**src/rtl/store_cksum_pkg.sv**
```systemverilog
package store_cksum_pkg;
  typedef enum logic {
    DIR_RX = 1'b0,
    DIR_TX = 1'b1
  } dir_e;
endpackage

```
**src/rtl/store_cksum_rot.sv**
```systemverilog
// Cyclic rotate by amt mod W; LEFT selects the direction. W must be a power of two.
module store_cksum_rot #(
  parameter int W     = 16,
  parameter int AMT_W = 6,
  parameter bit LEFT  = 1'b0
) (
  input  logic [W-1:0]     word_i,
  input  logic [AMT_W-1:0] amt_i,
  output logic [W-1:0]     word_o
);
  localparam int SH_W = $clog2(W);

  logic [2*W-1:0] dbl;
  logic [SH_W-1:0] sh;

  assign dbl = {word_i, word_i};
  assign sh  = SH_W'(amt_i % W);

  generate
    if (LEFT) begin : g_left
      assign word_o = W'((dbl << sh) >> W);
    end else begin : g_right
      assign word_o = W'(dbl >> sh);
    end
  endgenerate
endmodule

```
**src/rtl/store_cksum_ctr.sv**
```systemverilog
module store_cksum_ctr #(
  parameter int MAX_WORDS = 32,
  parameter int CNT_W     = $clog2(MAX_WORDS),
  parameter int IDX_W     = CNT_W + 1
) (
  input  logic             clk_i,
  input  logic             rst_ni,
  input  logic             clr_i,
  input  logic [CNT_W-1:0] cnt_i,
  input  logic             step_i,
  input  logic             fill_i,
  output logic [IDX_W-1:0] idx_o,
  output logic [IDX_W-1:0] n_o,
  output logic             first_o,
  output logic             last_o,
  output logic             nxt_last_o,
  output logic             open_o
);
  logic [IDX_W-1:0] idx_q, n_q;

  always_ff @(posedge clk_i or negedge rst_ni) begin
    if (!rst_ni) begin
      idx_q <= '0;
      n_q   <= '0;
    end else if (clr_i) begin
      idx_q <= '0;
      n_q   <= (cnt_i == '0) ? IDX_W'(MAX_WORDS) : IDX_W'(cnt_i);
    end else if (fill_i) begin
      idx_q <= n_q;
    end else if (step_i) begin
      idx_q <= idx_q + 1'b1;
    end
  end

  assign idx_o      = idx_q;
  assign n_o        = n_q;
  assign first_o    = (idx_q == '0);
  assign last_o     = (idx_q + 1'b1 == n_q);
  assign nxt_last_o = (idx_q + 2'd2 == n_q);
  assign open_o     = (idx_q < n_q);
endmodule

```
**src/rtl/store_cksum_acc.sv**
```systemverilog
module store_cksum_acc #(
  parameter int W = 16
) (
  input  logic         clk_i,
  input  logic         rst_ni,
  input  logic         clr_i,
  input  logic         fold_i,
  input  logic [W-1:0] word_i,
  output logic [W-1:0] acc_o,
  output logic         bad_o
);
  logic [W-1:0] acc_q;

  always_ff @(posedge clk_i or negedge rst_ni) begin
    if (!rst_ni)     acc_q <= '0;
    else if (clr_i)  acc_q <= '0;
    else if (fold_i) acc_q <= acc_q ^ word_i;
  end

  assign acc_o = acc_q;
  // nonzero residue once the final word is folded in
  assign bad_o = |(acc_q ^ word_i);
endmodule

```
**src/rtl/store_cksum_unit.sv**
```systemverilog
module store_cksum_unit
  import store_cksum_pkg::*;
#(
  parameter int DATA_W    = 16,
  parameter int MAX_WORDS = 32,
  parameter int CNT_W     = $clog2(MAX_WORDS)
) (
  input  logic              clk_i,
  input  logic              rst_ni,
  input  logic              chk_en_ni,
  input  logic              msg_start_i,
  input  logic              tx_dir_i,
  input  logic [CNT_W-1:0]  word_cnt_i,
  input  logic [DATA_W-1:0] data_i,
  input  logic              data_vld_i,
  output logic              hdr_o,
  output logic              status_o,
  output logic [DATA_W-1:0] tx_data_o,
  output logic              tx_vld_o
);
  localparam int IDX_W = CNT_W + 1;

  logic active_q, en_q, ck_pend_q, status_q, tx_vld_q;
  dir_e dir_q;
  logic [DATA_W-1:0] tx_data_q;

  logic [IDX_W-1:0] idx_w, n_w, n_m1;
  logic ctr_first, ctr_last, ctr_nxt_last, ctr_open;
  logic [DATA_W-1:0] rot_data, acc_w, ck_word;
  logic acc_bad;

  logic word_ok, is_tx, tx_fwd, rx_word, fold;

  assign is_tx   = (dir_q == DIR_TX);
  assign word_ok = data_vld_i & active_q & ctr_open & ~msg_start_i;
  // enabled transmit drops the word at the checksum slot
  assign tx_fwd  = word_ok & is_tx & (~en_q | ~ctr_last);
  assign rx_word = word_ok & en_q & ~is_tx;
  assign fold    = word_ok & en_q & ~ctr_last;
  assign n_m1    = n_w - 1'b1;

  store_cksum_ctr #(.MAX_WORDS(MAX_WORDS), .CNT_W(CNT_W), .IDX_W(IDX_W)) u_ctr (
    .clk_i      (clk_i),
    .rst_ni     (rst_ni),
    .clr_i      (msg_start_i),
    .cnt_i      (word_cnt_i),
    .step_i     (word_ok),
    .fill_i     (ck_pend_q),
    .idx_o      (idx_w),
    .n_o        (n_w),
    .first_o    (ctr_first),
    .last_o     (ctr_last),
    .nxt_last_o (ctr_nxt_last),
    .open_o     (ctr_open)
  );

  store_cksum_rot #(.W(DATA_W), .AMT_W(IDX_W), .LEFT(1'b0)) u_rot_in (
    .word_i (data_i),
    .amt_i  (idx_w),
    .word_o (rot_data)
  );

  store_cksum_acc #(.W(DATA_W)) u_acc (
    .clk_i  (clk_i),
    .rst_ni (rst_ni),
    .clr_i  (msg_start_i),
    .fold_i (fold),
    .word_i (rot_data),
    .acc_o  (acc_w),
    .bad_o  (acc_bad)
  );

  // undo the rotation the checksum slot will see
  store_cksum_rot #(.W(DATA_W), .AMT_W(IDX_W), .LEFT(1'b1)) u_rot_ck (
    .word_i (acc_w),
    .amt_i  (n_m1),
    .word_o (ck_word)
  );

  always_ff @(posedge clk_i or negedge rst_ni) begin
    if (!rst_ni) begin
      active_q  <= 1'b0;
      en_q      <= 1'b0;
      dir_q     <= DIR_RX;
      ck_pend_q <= 1'b0;
      status_q  <= 1'b0;
      tx_vld_q  <= 1'b0;
      tx_data_q <= '0;
    end else if (msg_start_i) begin
      active_q  <= 1'b1;
      en_q      <= ~chk_en_ni;
      dir_q     <= dir_e'(tx_dir_i);
      ck_pend_q <= ~chk_en_ni & tx_dir_i & (word_cnt_i == CNT_W'(1));
      status_q  <= 1'b0;
      tx_vld_q  <= 1'b0;
    end else begin
      tx_vld_q <= tx_fwd | ck_pend_q;
      if (ck_pend_q)   tx_data_q <= ck_word;
      else if (tx_fwd) tx_data_q <= data_i;

      if (ck_pend_q)                           ck_pend_q <= 1'b0;
      else if (tx_fwd & en_q & ctr_nxt_last)   ck_pend_q <= 1'b1;

      if (rx_word) status_q <= ctr_last ? acc_bad : ~status_q;
    end
  end

  assign hdr_o     = rx_word & ctr_first;
  assign status_o  = status_q;
  assign tx_data_o = tx_data_q;
  assign tx_vld_o  = tx_vld_q;
endmodule

```
**config.mk**
```make
export PLATFORM = sky130hd
export DESIGN_NAME = store_cksum_unit
export DESIGN_NICKNAME = d
export VERILOG_FILES = /design/src/rtl/store_cksum_pkg.sv /design/src/rtl/store_cksum_rot.sv /design/src/rtl/store_cksum_ctr.sv /design/src/rtl/store_cksum_acc.sv /design/src/rtl/store_cksum_unit.sv
export SDC_FILE = /design/constraint.sdc
export NUM_CORES = 1
export LEC_CHECK = 0
export CAP_MARGIN = 5
export CORE_MARGIN = 10
export CORE_UTILIZATION = 53
export DETAILED_ROUTE_END_ITERATION = 12
export PLACE_DENSITY = 0.78
export RECOVER_POWER = 50
export SYNTH_ARGS = -nofsm -noshare
export SYNTH_HDL_FRONTEND = slang
export SYNTH_SLANG_ARGS = --single-unit
export TNS_END_PERCENT = 30
```
**constraint.sdc**
```tcl
create_clock -name clk_i -period 3.1 [get_ports clk_i]
set_clock_uncertainty 0.05 [all_clocks]
set_input_delay 0.31 -clock clk_i [delete_from_list [all_inputs] [get_ports clk_i]]
set_output_delay 0.31 -clock clk_i [all_outputs]
set_load 0.1 [all_outputs]
```
== Yosys cells after proc, flatten, opt, wreduce, memory -nomap -nowiden ==
Index checks and enable logic that the tools add are counted.
Widths: inputs -> output; s select.

* Register bits: 50
* Logic and storage cells: 64
* ROM bits: 0
* Bits in writable memories: 0
* Latch bits: 0
* Memories: 0
* Input port bits: 27

* Bitwise logic cells: 22
* Eq/ne operators: 3
* $mul: 0
* Reduce and logical (&&, ||, !) cells: 8
* Shift-type cells: 2
* Div/mod/pow operators: 0
* Add/sub/neg operators: 3
* Magnitude comparators: 1
* Multiplexer cells: 15

{| class="wikitable"
|+ Operators by type and width
! operator !! count
|-
| $mux 16 || 4
|-
| $shl 32x4->32 || 1
|-
| $shr 32x4->16 || 1
|-
| $mux 6 || 4
|-
| $reduce_or 16->1 || 1
|-
| $xor 16x16->16 || 1
|-
| $and 1x1->1 || 13
|-
| $eq 6x6->1 || 2
|-
| $mux 1 || 7
|-
| $add 6x1->6 const B || 1
|-
| $add 6x2->6 const B || 1
|-
| $logic_not 6->1 || 1
|-
| $lt 6x6->1 || 1
|-
| $not 1->1 || 6
|-
| $reduce_bool 2->1 || 3
|-
| $eq 5x1->1 const B || 1
|-
| $logic_not 5->1 || 1
|-
| $sub 4x1->4 const B || 1
|-
| $reduce_bool 3->1 || 1
|-
| $or 1x1->1 || 2
|-
| $reduce_and 2->1 || 1
|}

== Longest topological paths before layout ==
Gate-level depths: netlist of the first run.

* Word-level depth: 10
* Gate-level depth with buffers: 12

== Cells and area by module ==
From an unflattened synthesis of the first run, not the netlist that was laid out.

* Cell total of the unflattened synthesis: 371
* Area total of the unflattened synthesis: 4,693.3 um^2

{| class="wikitable"
|+ By module, submodules not included
! module !! area an instance (um^2) !! seq. area each (um^2) !! times used !! cells each
|-
| store_cksum_rot || 824.5 || 0.0 || 2 || 40
|-
| store_cksum_unit || 1,232.4 || 550.5 || 1 || 95
|-
| store_cksum_ctr || 952.2 || 300.3 || 1 || 107
|-
| store_cksum_acc || 859.6 || 400.4 || 1 || 89
|}

== Worst setup path before layout of the first run ==
OpenSTA, ideal clock, no wires.

* Path type: reg2out
* From: reg u_ctr.idx_q[0], in the netlist u_ctr.idx_o[0]
* To: out hdr_o
* Arrival time: 3.314 ns
* Setup slack: -0.574 ns
* Stages on the path, launching flop included: 11
* Required time: 2.740 ns
* Cell sequence: dfrtp_1 > buf_2 > clkinv_1 > buf_2 > ha_1 > nor2b_1 > o21ai_1 > nand2b_1 > a2111oi_4 > o21ai_0 > nor2_1

* Cells in the longest elaborated chain, start to end: 6
* Elaborated cells on any way between the ends: 7
* Classes of those cells: 1 x order compare; 5 x bitwise; 1 x reduce/logical

{| class="wikitable"
|+ RTL lines
! what !! line !! RTL
|-
| from (decl) || store_cksum_ctr.sv:19 || <nowiki>logic [IDX_W-1:0] idx_q, n_q;</nowiki>
|-
| from (signal assigned) || store_cksum_ctr.sv:29 || <nowiki>idx_q <= n_q;</nowiki>
|-
| from (signal assigned) || store_cksum_ctr.sv:31 || <nowiki>idx_q <= idx_q + 1'b1;</nowiki>
|-
| $lt 6x6->1 || store_cksum_ctr.sv:40 || <nowiki>assign open_o = (idx_q < n_q);</nowiki>
|-
| $and 1x1->1 (2 in a row) || store_cksum_unit.sv:35 || <nowiki>assign word_ok = data_vld_i & active_q & ctr_open & ~msg_start_i;</nowiki>
|-
| $and 1x1->1 (2 in a row) || store_cksum_unit.sv:38 || <nowiki>assign rx_word = word_ok & en_q & ~is_tx;</nowiki>
|-
| $and 1x1->1 * || store_cksum_unit.sv:108 || <nowiki>assign hdr_o = rx_word & ctr_first;</nowiki>
|-
| to (decl) || store_cksum_unit.sv:16 || <nowiki>output logic hdr_o,</nowiki>
|}

Every way passes the cells marked *; elsewhere a longest branch is shown, timed or not.

== Worst setup path after layout of the first run ==
* From: reg u_ctr.idx_q[1], in the netlist u_ctr.idx_o[1]
* To: out hdr_o

The elaborated chain is that of the path after synthesis.

==> run summary, run 1 <==
===========================================================================================
Status                                                                         finished with violations
Violations in the final reports                                                max-capacitance violations, max-slew violations
Mean number of vias per cell                                                           6.45
Number of levels the H-tree was split into                                                2
Remaining antenna violation count                                                         0
Leakage component of the power                                                      1.99 nW
Via count of the first global-routing pass                                             3316
Core Region                                                                      8180 sq um
Number of nets in the synthesized netlist                                               392
Gate count of the mapped netlist                                                        355
Global-route wire length before repair                                             18100 um
Post-detailed-routing wire length                                                  10900 um
DRC                                                                                       0
Clock tree from TritonCTS                                                             built
Tcrit/Tclk final                                                                      0.935
Overall die area                                                                12500 sq um
Final instance area                                                              5050 sq um
Worst max-slew margin expressed relative to the limit                                -0.342
Proportion of synthesized chip area in sequential cells                               0.281
Kind of cell with the highest combined delay on the critical path              compound AO/OA/AOI/OAI gates
Critical path endpoint category                                                 output port
Share of layout cells above drive strength 1                                          0.280
Mean instance size in the synthesized netlist                                    12.5 sq um
Worst R2R Path Depth                                                                      8
Synth cell types                                                                         52
Max-cap check violation count                                                             1
Port Buf Inserts                                                                         45
Flip-flop and latch count after synthesis                                                50
Post-layout minimum cycle time                                                      2.90 ns
# setup viols final                                                                       0
Total negative slack for setup checks                                                  0 ns
Final HPWL DP                                                                       8500 um
Clk Tree Root Cell                                                             sky130_fd_sc_hd__clkbuf_8
Critical path, cell by cell                                                    buf_4, ha_1, nor2b_1, o21ai_1, nand2b_1, a2111oi_4, o21ai_2, nor2_4, buf_12
Routability congestion estimate                                                       0.927
Average wire per cell in the routed design                                          21.7 um
Pin count of the biggest net entering global routing                                     42
Cells after DPL                                                                         494
Pre-Repair DR Iteration Count                                                             4
Post-synthesis to final-layout area growth                                            13.6%
RSZ-0062 raised after global routing                                                     no
DIE WIDTH                                                                            112 um
Synthesized area                                                                 4450 sq um
Die Height                                                                           112 um
Overall Power                                                                       3.01 mW
Clock Sinks                                                                              50
Row cnt                                                                                  33
Number of gates on the worst path with buffers counted                                    9
Effective utilization at floorplan                                                    0.544
Number of diodes                                                                          0
Post-route non-filler standard cell count                                               502
Number of antenna violations at the first check in global routing                         0
Total Routing Usage GR                                                                0.176
Synth warnings                                                                            0
Worst Path Required                                                                 2.74 ns
PnR worst setup slack                                                              0.203 ns
Worst Path Arrival                                                                  2.54 ns
Slowest library cell on the worst path                                         sky130_fd_sc_hd__a2111oi_4
Utilization after layout                                                              0.618
Placed instance area                                                             4970 sq um
Final net count                                                                         433
Final global-route overflow total                                                         0
Hold bufs inserted after CTS                                                              0
Ratio of total power to cell area                                               596 nW/um^2
CTS clock-pin slew for the worst setup and hold paths                               0.10 ns
Number of design-rule violations left by the first detailed-router iteration            241
Min-delay worst type                                                           register to register
Post-Route Hold Slack                                                              0.419 ns
Combined buffer and inverter count along the critical path                                2
Critical Path Fanout Max                                                                  6
Nature of the critical path startpoint                                             register
Setup slack at placement                                                          0.0407 ns
Number of setup buffers added after CTS                                                   0
Number of slew-limit violations in the final report                                      37
Main synth FF type                                                             sky130_fd_sc_hd__dfrtp_1
Final-layout fill cell count                                                            644
Slew @ Worst Pin                                                                    2.01 ns
Max VDD drop                                                                     0.000499 V
Setup slack of the worst register-to-register path                                  0.22 ns
Total number of vias                                                                   3237
Boundary pin count                                                                       46
Hold violation total from the final report                                                0
Longest Clk Path Bufs                                                                     2
Max stage delay on crit path                                                        0.45 ns
Async S/R FF share, synth                                                              1.00
Category of the most critical setup path                                       register to output port
Clk Latency, worst-skew pair                                                        0.32 ns
TritonCTS buffer count                                                                    5
Hold-critical path depth                                                                  1
EDFF count, synth                                                                         0
Maximum clock frequency                                                             345 MHz
Number of gates resized after CTS                                                         0
===========================================================================================
-- routing by layer --
metal	vias up	routed length, um	GRT usage	part of all wire
met1	1672	4390	0.221	0.40
met5	-	0	0	0
met2	101	5680	0.301	0.52
met4	0	258	0.0583	0.024
met3	20	542	0.0274	0.050
li1	1444	-	-	-
-- placed cells by master, fill, tap and decap left out, types with 2 or more instances in the layout --
cell type,n
sky130_fd_sc_hd__nor3_1,3
sky130_fd_sc_hd__nor2_1,9
sky130_fd_sc_hd__xnor2_1,23
sky130_fd_sc_hd__nand4_1,5
sky130_fd_sc_hd__mux2_1,7
sky130_fd_sc_hd__ha_1,10
sky130_fd_sc_hd__nor4_1,3
sky130_fd_sc_hd__mux2i_1,49
sky130_fd_sc_hd__clkbuf_8,5
sky130_fd_sc_hd__o21ai_0,7
sky130_fd_sc_hd__nand2_1,12
sky130_fd_sc_hd__mux4_2,38
sky130_fd_sc_hd__xor2_1,8
sky130_fd_sc_hd__dfrtp_1,50
sky130_fd_sc_hd__buf_4,27
sky130_fd_sc_hd__o21bai_1,2
sky130_fd_sc_hd__nand2b_1,19
sky130_fd_sc_hd__xnor2_2,2
sky130_fd_sc_hd__mux2_2,26
sky130_fd_sc_hd__a211oi_1,4
sky130_fd_sc_hd__mux4_1,10
sky130_fd_sc_hd__clkdlybuf4s50_1,27
sky130_fd_sc_hd__clkbuf_1,4
sky130_fd_sc_hd__inv_1,9
sky130_fd_sc_hd__nand3_1,4
sky130_fd_sc_hd__buf_12,2
sky130_fd_sc_hd__o21ai_1,3
-- state kept, by name (all words and copies together) (netlist names) --
| signal | flops |
|---|---|
| tx_vld_o | 1 |
| ck_pend_q | 1 |
| u_ctr.idx_o | 6 |
| active_q | 1 |
| u_ctr.n_o | 6 |
| dir_q | 1 |
| en_q | 1 |
| tx_data_o | 16 |
| u_acc.acc_o | 16 |
| status_o | 1 |
-- path summary, 6_finish.rpt --
kind,from,end
setup reg to reg,u_ctr.idx_o[1]$_DFFE_PN0P_,status_o$_DFFE_PN0P_
hold reg to reg,active_q$_DFFE_PN0P_,active_q$_DFFE_PN0P_
min in group asynchronous,rst_ni,u_ctr.idx_o[0]$_DFFE_PN0P_
setup / recovery,u_ctr.idx_o[1]$_DFFE_PN0P_,hdr_o
max in group asynchronous,rst_ni,u_ctr.idx_o[1]$_DFFE_PN0P_
hold / removal,active_q$_DFFE_PN0P_,active_q$_DFFE_PN0P_
-- Yosys cell counts, drive strengths merged (2+ instances only) --
cell	count	area, sq um
nand2	12	45.0
inv	9	33.8
nor2	11	43.8
nand2b	19	119
o211ai	2	20.0
nor4	3	18.8
or2	2	12.5
buf	16	114
mux2i	49	490
o21bai	2	15.0
nor3	3	15.0
dfrtp	50	1250
a21oi	2	13.8
mux2	33	372
nand4	5	31.3
xor2	8	70.1
nand3	4	20.0
xnor2	25	226
clkbuf	11	61.3
o21ai	11	55.1
ha	10	125
a211oi	4	30.0
mux4	48	1120
-- final cells by class --
cell class	count	area (sq um)	area share
Timing Repair Buffer	61	538	0.107
Tap cell	105	131	0.0260
Clock buffer	5	68.8	0.0136
Multi-Input combinational cell	268	3000	0.595
Clock inverter	3	21.3	0.00421
Inverter	10	37.5	0.00743
Sequential cell	50	1250	0.248
-- cells by family after synthesis --
family                   after synthesis  share of synthesized area
AND/OR/NAND/NOR                       66                     0.0805
multiplexers                         130                      0.445
XOR/XNOR                              33                     0.0667
buffers and inverters                 37                     0.0478
adder cells (fa/ha/maj)               10                     0.0281
flip-flops                            50                      0.281
AO/OA/AOI/OAI                         29                     0.0504
-- power breakdown --
group | switching [mW] | internal (mW)
logic | 1.09 | 0.607
clock network | 0.245 | 0.159
registers | 0.130 | 0.780
Note: power is estimated with default switching activity, not from simulation.
==> inputs of run 2 (changes only) <==
==> constraint.sdc (replaced) <==
create_clock -name clk_i -period 2.4 [get_ports clk_i]
set_clock_uncertainty 0.05 [all_clocks]
set_input_delay 0.24 -clock clk_i [delete_from_list [all_inputs] [get_ports clk_i]]
set_output_delay 0.24 -clock clk_i [all_outputs]
set_load 0.1 [all_outputs]
==> run summary, run 2 (synthesized netlist as in run 1, its figures left out) <==
===========================================================================================
Slew @ Worst Pin                                                                    1.20 ns   -0.810 ns
Number of levels the H-tree was split into                                                2   unchanged
Setup slack of the worst register-to-register path                                 -0.60 ns   -0.82 ns
Mean number of vias per cell                                                           6.66   +3.3%
Number of diodes                                                                          0   unchanged
Violations in the final reports                                                negative setup slack
Port Buf Inserts                                                                         45   unchanged
DRC                                                                                       0   unchanged
Category of the most critical setup path                                       register to register
Clk Latency, worst-skew pair                                                        0.31 ns   about the same
Maximum clock frequency                                                             333 MHz
Number of gates on the worst path with buffers counted                                   10   +1
Final HPWL DP                                                                       9310 um   +9.6%
Via count of the first global-routing pass                                             3806   +15%
Tcrit/Tclk final                                                                       1.25
Worst Path Arrival                                                                  3.14 ns   +0.60 ns
Number of slew-limit violations in the final report                                       0   -100%
Leading cell type in the layout, fill and taps excluded                        sky130_fd_sc_hd__buf_4
Min-delay worst type                                                           register to register
Total Routing Usage GR                                                                0.214   +0.0386
Worst max-slew margin expressed relative to the limit                                 0.198   +0.540
Critical path endpoint category                                                    register
Global-route wire length before repair                                             21700 um   +20%
CTS clock-pin slew for the worst setup and hold paths                               0.09 ns   about the same
Worst Path Required                                                                 2.54 ns   -0.20 ns
Clock tree from TritonCTS                                                             built
Total number of vias                                                                   3790   +17%
Slowest library cell on the worst path                                         sky130_fd_sc_hd__mux4_2
Post-detailed-routing wire length                                                  14800 um   +36%
Die Height                                                                           112 um   unchanged
Post-layout minimum cycle time                                                      3.00 ns
Average wire per cell in the routed design                                          26.0 um   +20%
Beginning of the worst hold path                                               active_q$_DFFE_PN0P_
Pin count of the biggest net entering global routing                                     42   unchanged
Row cnt                                                                                  33   unchanged
Worst reg2reg path startpoint                                                  u_ctr.idx_o[1]$_DFFE_PN0P_
# setup viols final                                                                      42   +42
Max stage delay on crit path                                                        0.55 ns   +0.10 ns
Combined buffer and inverter count along the critical path                                3   +1
Final instance area                                                              6020 sq um   +19%
Worst-case hold path end point                                                 active_q$_DFFE_PN0P_
Nature of the critical path startpoint                                             register
DIE WIDTH                                                                            112 um   unchanged
Max VDD drop                                                                     0.000625 V   +25%
Post-synthesis to final-layout area growth                                            35.4%
Final net count                                                                         501   +16%
Effective utilization at floorplan                                                    0.544   unchanged
RSZ-0062 raised after global routing                                                    yes
Endpoint of the worst-slack reg-to-reg timing path                             status_o$_DFFE_PN0P_
Cells after DPL                                                                         538   +8.9%
Kind of cell with the highest combined delay on the critical path              multiplexers
Critical Path Fanout Max                                                                  4   -2
Hold-critical path depth                                                                  1   unchanged
TritonCTS buffer count                                                                    5   unchanged
Ratio of total power to cell area                                               779 nW/um^2   +31%
Clock Sinks                                                                              50   unchanged
Longest Clk Path Bufs                                                                     2   unchanged
Status                                                                         finished with violations
Number of antenna violations at the first check in global routing                         0   unchanged
Post-route non-filler standard cell count                                               569   +13%
Share of layout cells above drive strength 1                                          0.478   +0.199
Leakage component of the power                                                      2.52 nW   +27%
Routability congestion estimate                                                       0.960   +3.5%
Max-cap check violation count                                                             0   -1
PnR worst setup slack                                                             -0.604 ns   -0.807 ns
Pre-Repair DR Iteration Count                                                             5   +1
Boundary pin count                                                                       46   unchanged
Clk Tree Root Cell                                                             sky130_fd_sc_hd__clkbuf_8
Remaining antenna violation count                                                         0   unchanged
Critical path, cell by cell                                                    buf_12, buf_12, buf_4, mux4_2, mux4_2, xnor2_2, nand4_1, nor4_2, or3_1, a31oi_1
Leading cell types in the layout, fill and taps excluded                       80 x sky130_fd_sc_hd__buf_4, 49 x sky130_fd_sc_hd__mux2i_1, 49 x sky130_fd_sc_hd__dfrtp_1
Number of design-rule violations left by the first detailed-router iteration            361   +50%
Placed instance area                                                             5500 sq um   +11%
Overall die area                                                                12500 sq um   unchanged
Final global-route overflow total                                                         0   unchanged
Worst R2R Path Depth                                                                     10   +2
Hold violation total from the final report                                                0   unchanged
Core Region                                                                      8180 sq um   unchanged
===========================================================================================
run 2: cell count changes in the layout (fill, tap and decap cells not counted), sizes merged:
cell           before  now
bufinv              0    1
buf                29   99
clkbuf              9   10
clkdlybuf4s50      27   25
clkinv              3    1
clkinvlp            1    0
run 2: worst register-to-register path, cell delays in order (launching register included):
cell	delay, ns
sky130_fd_sc_hd__dfrtp_1	0.42
sky130_fd_sc_hd__buf_12	0.15
sky130_fd_sc_hd__buf_12	0.12
sky130_fd_sc_hd__buf_4	0.13
sky130_fd_sc_hd__mux4_2	0.49
sky130_fd_sc_hd__mux4_2	0.55
sky130_fd_sc_hd__xnor2_2	0.22
sky130_fd_sc_hd__nand4_1	0.20
sky130_fd_sc_hd__nor4_2	0.32
sky130_fd_sc_hd__or3_1	0.17
sky130_fd_sc_hd__a31oi_1	0.07
run 2: cell type report:
cell class	instances	area, sq um
clock inverters	1	30.0
repair buffers	129	1240
multi-input cells	268	3230
flip-flops and latches	50	1250
inverters	10	52.6
well taps	105	131
fillers	507	2150
clock buffers	6	82.6
run 2: worst max path at each step:
stage | startpoint | to
2_1_floorplan | u_ctr.idx_o[0]$_DFFE_PN0P_ | tx_data_o[10]$_DFFE_PN0P_
4_1_cts | u_ctr.idx_o[1]$_DFFE_PN0P_ | status_o$_DFFE_PN0P_
6_report | u_ctr.idx_o[1]$_DFFE_PN0P_ | status_o$_DFFE_PN0P_
3_3_place_gp | data_i[10] | status_o$_DFFE_PN0P_
5_1_grt | u_ctr.idx_o[1]$_DFFE_PN0P_ | status_o$_DFFE_PN0P_
3_5_place_dp | data_i[12] | status_o$_DFFE_PN0P_
run 2: metal layers:
metal | vias up | GRT usage | part of all wire | wire (um)
met5 | - | 0 | 0 | 0
met4 | 0 | 0.0728 | 0.042 | 623
met3 | 58 | 0.0424 | 0.082 | 1210
met2 | 257 | 0.367 | 0.50 | 7460
met1 | 1889 | 0.263 | 0.37 | 5480
li1 | 1586 | - | - | -
run 2: timing repair:
item	CTS	global route
endpoints found under the setup margin	41	42
buffers inserted	12	8
hold buffers	1	0
pin swaps	15	9
gates resized for setup	17	29
hold endpoints to repair	20	0
gates cloned	3	0
run 2: through the flow:
step | power [mW] | setup WS (ns) | hold WS [ns] | TNS, ns | utilization
3_5_place_dp | 3.71 | -0.629 | 0.185 | -7.04 | 0.673
4_1_cts | 4.48 | -0.426 | 0.386 | -10.38 | 0.720
2_1_floorplan | 2.94 | -0.172 | -0.106 | -4.19 | -
3_3_place_gp | 3.66 | -0.563 | 0.182 | -5.52 | 0.673
5_1_grt | 4.83 | -0.640 | 0.454 | -15.84 | 0.737
6_report | 4.69 | -0.604 | 0.424 | -11.80 | 0.737
run 2: power by group:
part | internal [mW] | leakage, nW | switching (mW)
Clock | 0.334 | 0.0573 | 0.295
Sequential | 1.01 | 0.632 | 0.214
Combinational | 1.19 | 1.83 | 1.65
Total | 2.53 | 2.52 | 2.16
==> inputs of run 3 (changes only) <==
--- a/config.mk
+++ b/config.mk
@@ -9,6 +9,7 @@
 export CORE_MARGIN = 10
 export CORE_UTILIZATION = 53
 export DETAILED_ROUTE_END_ITERATION = 12
+export GPL_TIMING_DRIVEN = 0
 export PLACE_DENSITY = 0.78
 export RECOVER_POWER = 50
 export SYNTH_ARGS = -nofsm -noshare
==> run summary, run 3 (synthesized netlist as in run 1, its figures left out) <==
===========================================================================================
Max VDD drop                                                                     0.000792 V   +27%
Min-delay worst type                                                           register to register
Number of antenna violations at the first check in global routing                         0   unchanged
Average wire per cell in the routed design                                          24.0 um   -7.6%
RSZ-0062 raised after global routing                                                    yes
TritonCTS buffer count                                                                    5   unchanged
Longest Clk Path Bufs                                                                     2   unchanged
Placed instance area                                                             5230 sq um   -5.0%
Cells after DPL                                                                         505   -6.1%
PnR worst setup slack                                                             -0.571 ns   +0.0334 ns
Critical Path Fanout Max                                                                  8   +4
Port Buf Inserts                                                                         44   -2.2%
Tcrit/Tclk final                                                                       1.24   -0.0139
Worst max-slew margin expressed relative to the limit                                 0.123   -0.0746
Number of design-rule violations left by the first detailed-router iteration            355   -1.7%
Via count of the first global-routing pass                                             3593   -5.6%
Overall Power                                                                       4.46 mW   -4.9%
Pre-Repair DR Iteration Count                                                             5   unchanged
Total Routing Usage GR                                                                0.200   -0.0141
# setup viols final                                                                      42   unchanged
Final net count                                                                         469   -6.4%
Switch share                                                                          0.464   +0.00338
Pin count of the biggest net entering global routing                                     29   -31%
Core Region                                                                      8180 sq um   unchanged
Ratio of total power to cell area                                               766 nW/um^2   -1.6%
Setup slack at placement                                                           -1.10 ns   -0.476 ns
Clock Sinks                                                                              50   unchanged
Number of levels the H-tree was split into                                                2   unchanged
Fraction of power consumed by the clock network                                       0.144   +0.010
Post-detailed-routing wire length                                                  12900 um   -13%
Mean number of vias per cell                                                           6.60   -0.91%
Post-synthesis to final-layout area growth                                            30.9%
Share of layout cells above drive strength 1                                          0.406   -0.0720
Maximum clock frequency                                                             337 MHz   +1.1%
DIE WIDTH                                                                            112 um   unchanged
DRC                                                                                       0   unchanged
Die Height                                                                           112 um   unchanged
Hold violation total from the final report                                                0   unchanged
Worst Path Arrival                                                                  3.13 ns   about the same
Category of the most critical setup path                                       register to register
Global-route wire length before repair                                             20300 um   -6.5%
Final instance area                                                              5820 sq um   -3.4%
Worst Path Required                                                                 2.56 ns   +0.02 ns
Critical path endpoint category                                                    register
Final HPWL DP                                                                       9350 um   +0.43%
Setup slack of the worst register-to-register path                                 -0.57 ns   +0.03 ns
Effective utilization at floorplan                                                    0.544   unchanged
Post-route non-filler standard cell count                                               538   -5.4%
Leading cell types in the layout, fill and taps excluded                       49 x sky130_fd_sc_hd__dfrtp_1, 42 x sky130_fd_sc_hd__mux4_2, 42 x sky130_fd_sc_hd__mux2i_1, 42 x sky130_fd_sc_hd__clkdlybuf4s50_1
Post-Route Hold Slack                                                              0.432 ns   +0.00753 ns
Final global-route overflow total                                                         0   unchanged
Clock tree from TritonCTS                                                             built
Boundary pin count                                                                       46   unchanged
Post-layout minimum cycle time                                                      2.97 ns   -0.0334 ns
Cell internal pwr                                                                   2.39 mW   -5.5%
Slew @ Worst Pin                                                                    1.32 ns   +0.112 ns
Routability congestion estimate                                                       0.900   -6.2%
Remaining antenna violation count                                                         0   unchanged
Number of slew-limit violations in the final report                                       0   unchanged
Max-cap check violation count                                                             0   unchanged
Overall die area                                                                12500 sq um   unchanged
Row cnt                                                                                  33   unchanged
Fraction of power consumed by combinational cells                                     0.588   -0.018
Number of diodes                                                                          0   unchanged
Switching pwr                                                                       2.07 mW   -4.2%
Status                                                                         finished with violations
Violations in the final reports                                                negative setup slack
Total number of vias                                                                   3551   -6.3%
Nature of the critical path startpoint                                             register
Proportion of power drawn by flip-flops and latches                                   0.268   +0.008
CTS clock-pin slew for the worst setup and hold paths                               0.11 ns   +0.02 ns
Clk Tree Root Cell                                                             sky130_fd_sc_hd__clkbuf_8
Leakage component of the power                                                      2.28 nW   -9.6%
Leading cell type in the layout, fill and taps excluded                        sky130_fd_sc_hd__dfrtp_1
Clk Latency, worst-skew pair                                                        0.31 ns   about the same
===========================================================================================
run 3: cell types whose count changed in the layout (fill, tap and decap cells not counted), moves of 6 or more:
cell | previous run | this run
sky130_fd_sc_hd__clkbuf_1 | 2 | 8
sky130_fd_sc_hd__buf_4 | 80 | 19
sky130_fd_sc_hd__clkdlybuf4s50_1 | 25 | 42
sky130_fd_sc_hd__mux2i_2 | 0 | 6
sky130_fd_sc_hd__mux2i_1 | 49 | 42
run 3: area by class of cell:
type,count,area [sq um]
inverters,10,52.6
repair buffers,71,712
clock buffers,5,68.8
clock inverters,3,43.8
flip-flops and latches,50,1250
multi-input cells,268,3300
plain buffers,26,255
fillers,556,2350
well taps,105,131
run 3: layer usage:
metal	up-vias	share of wire	global-route usage	routed length, um
met3	33	0.072	0.0451	934
li1	1517	-	-	-
met1	1823	0.39	0.251	5090
met4	0	0.027	0.0497	354
met2	178	0.51	0.342	6530
met5	-	0	0	0
run 3: worst max-delay path, stage by stage (launching register included):
cell and delay [ns]:
sky130_fd_sc_hd__dfrtp_2 0.47, sky130_fd_sc_hd__buf_8 0.15, sky130_fd_sc_hd__buf_12 0.13, sky130_fd_sc_hd__mux4_2 0.54, sky130_fd_sc_hd__mux4_2 0.50, sky130_fd_sc_hd__xnor2_2 0.23, sky130_fd_sc_hd__nand4_1 0.17, sky130_fd_sc_hd__nor4_2 0.39
sky130_fd_sc_hd__or3_1 0.16, sky130_fd_sc_hd__a31oi_1 0.07
run 3: worst paths after layout:
check,to,cells past startpoint,startpoint
worst min register to register,active_q$_DFFE_PN0P_,1,active_q$_DFFE_PN0P_
min in group asynchronous,u_acc.acc_o[0]$_DFFE_PN0P_,2,rst_ni
worst max-delay path,status_o$_DFFE_PN0P_,9,u_ctr.idx_o[1]$_DFFE_PN0P_
worst min-delay path,active_q$_DFFE_PN0P_,1,active_q$_DFFE_PN0P_
max in group asynchronous,u_ctr.idx_o[1]$_DFFE_PN0P_,3,rst_ni
worst max register to register,status_o$_DFFE_PN0P_,9,u_ctr.idx_o[1]$_DFFE_PN0P_
run 3: stage by stage:
stage	utilization	setup TNS (ns)
6_report	0.712	-12.96
3_5_place_dp	0.639	-17.59
5_1_grt	0.712	-18.42
4_1_cts	0.696	-12.87
3_3_place_gp	0.638	-40.54
2_1_floorplan	-	-4.19
run 3: repair_timing:
item | CTS | global route
gates cloned | 2 | 0
hold endpoints to repair | 22 | 0
hold buffers | 1 | 0
resized for setup | 42 | 29
buffers inserted | 18 | 5
pin swaps | 10 | 11
setup endpoints to repair | 41 | 42
run 3: power by group through the flow:
stage	logic (mW)	registers (mW)	clock network (mW)
6_report	2.62	1.19	0.644
5_1_grt	2.73	1.22	0.679
4_1_cts	2.52	1.19	0.648
3_5_place_dp	2.34	1.19	0
3_3_place_gp	2.31	1.18	0
2_1_floorplan	1.05	1.89	0
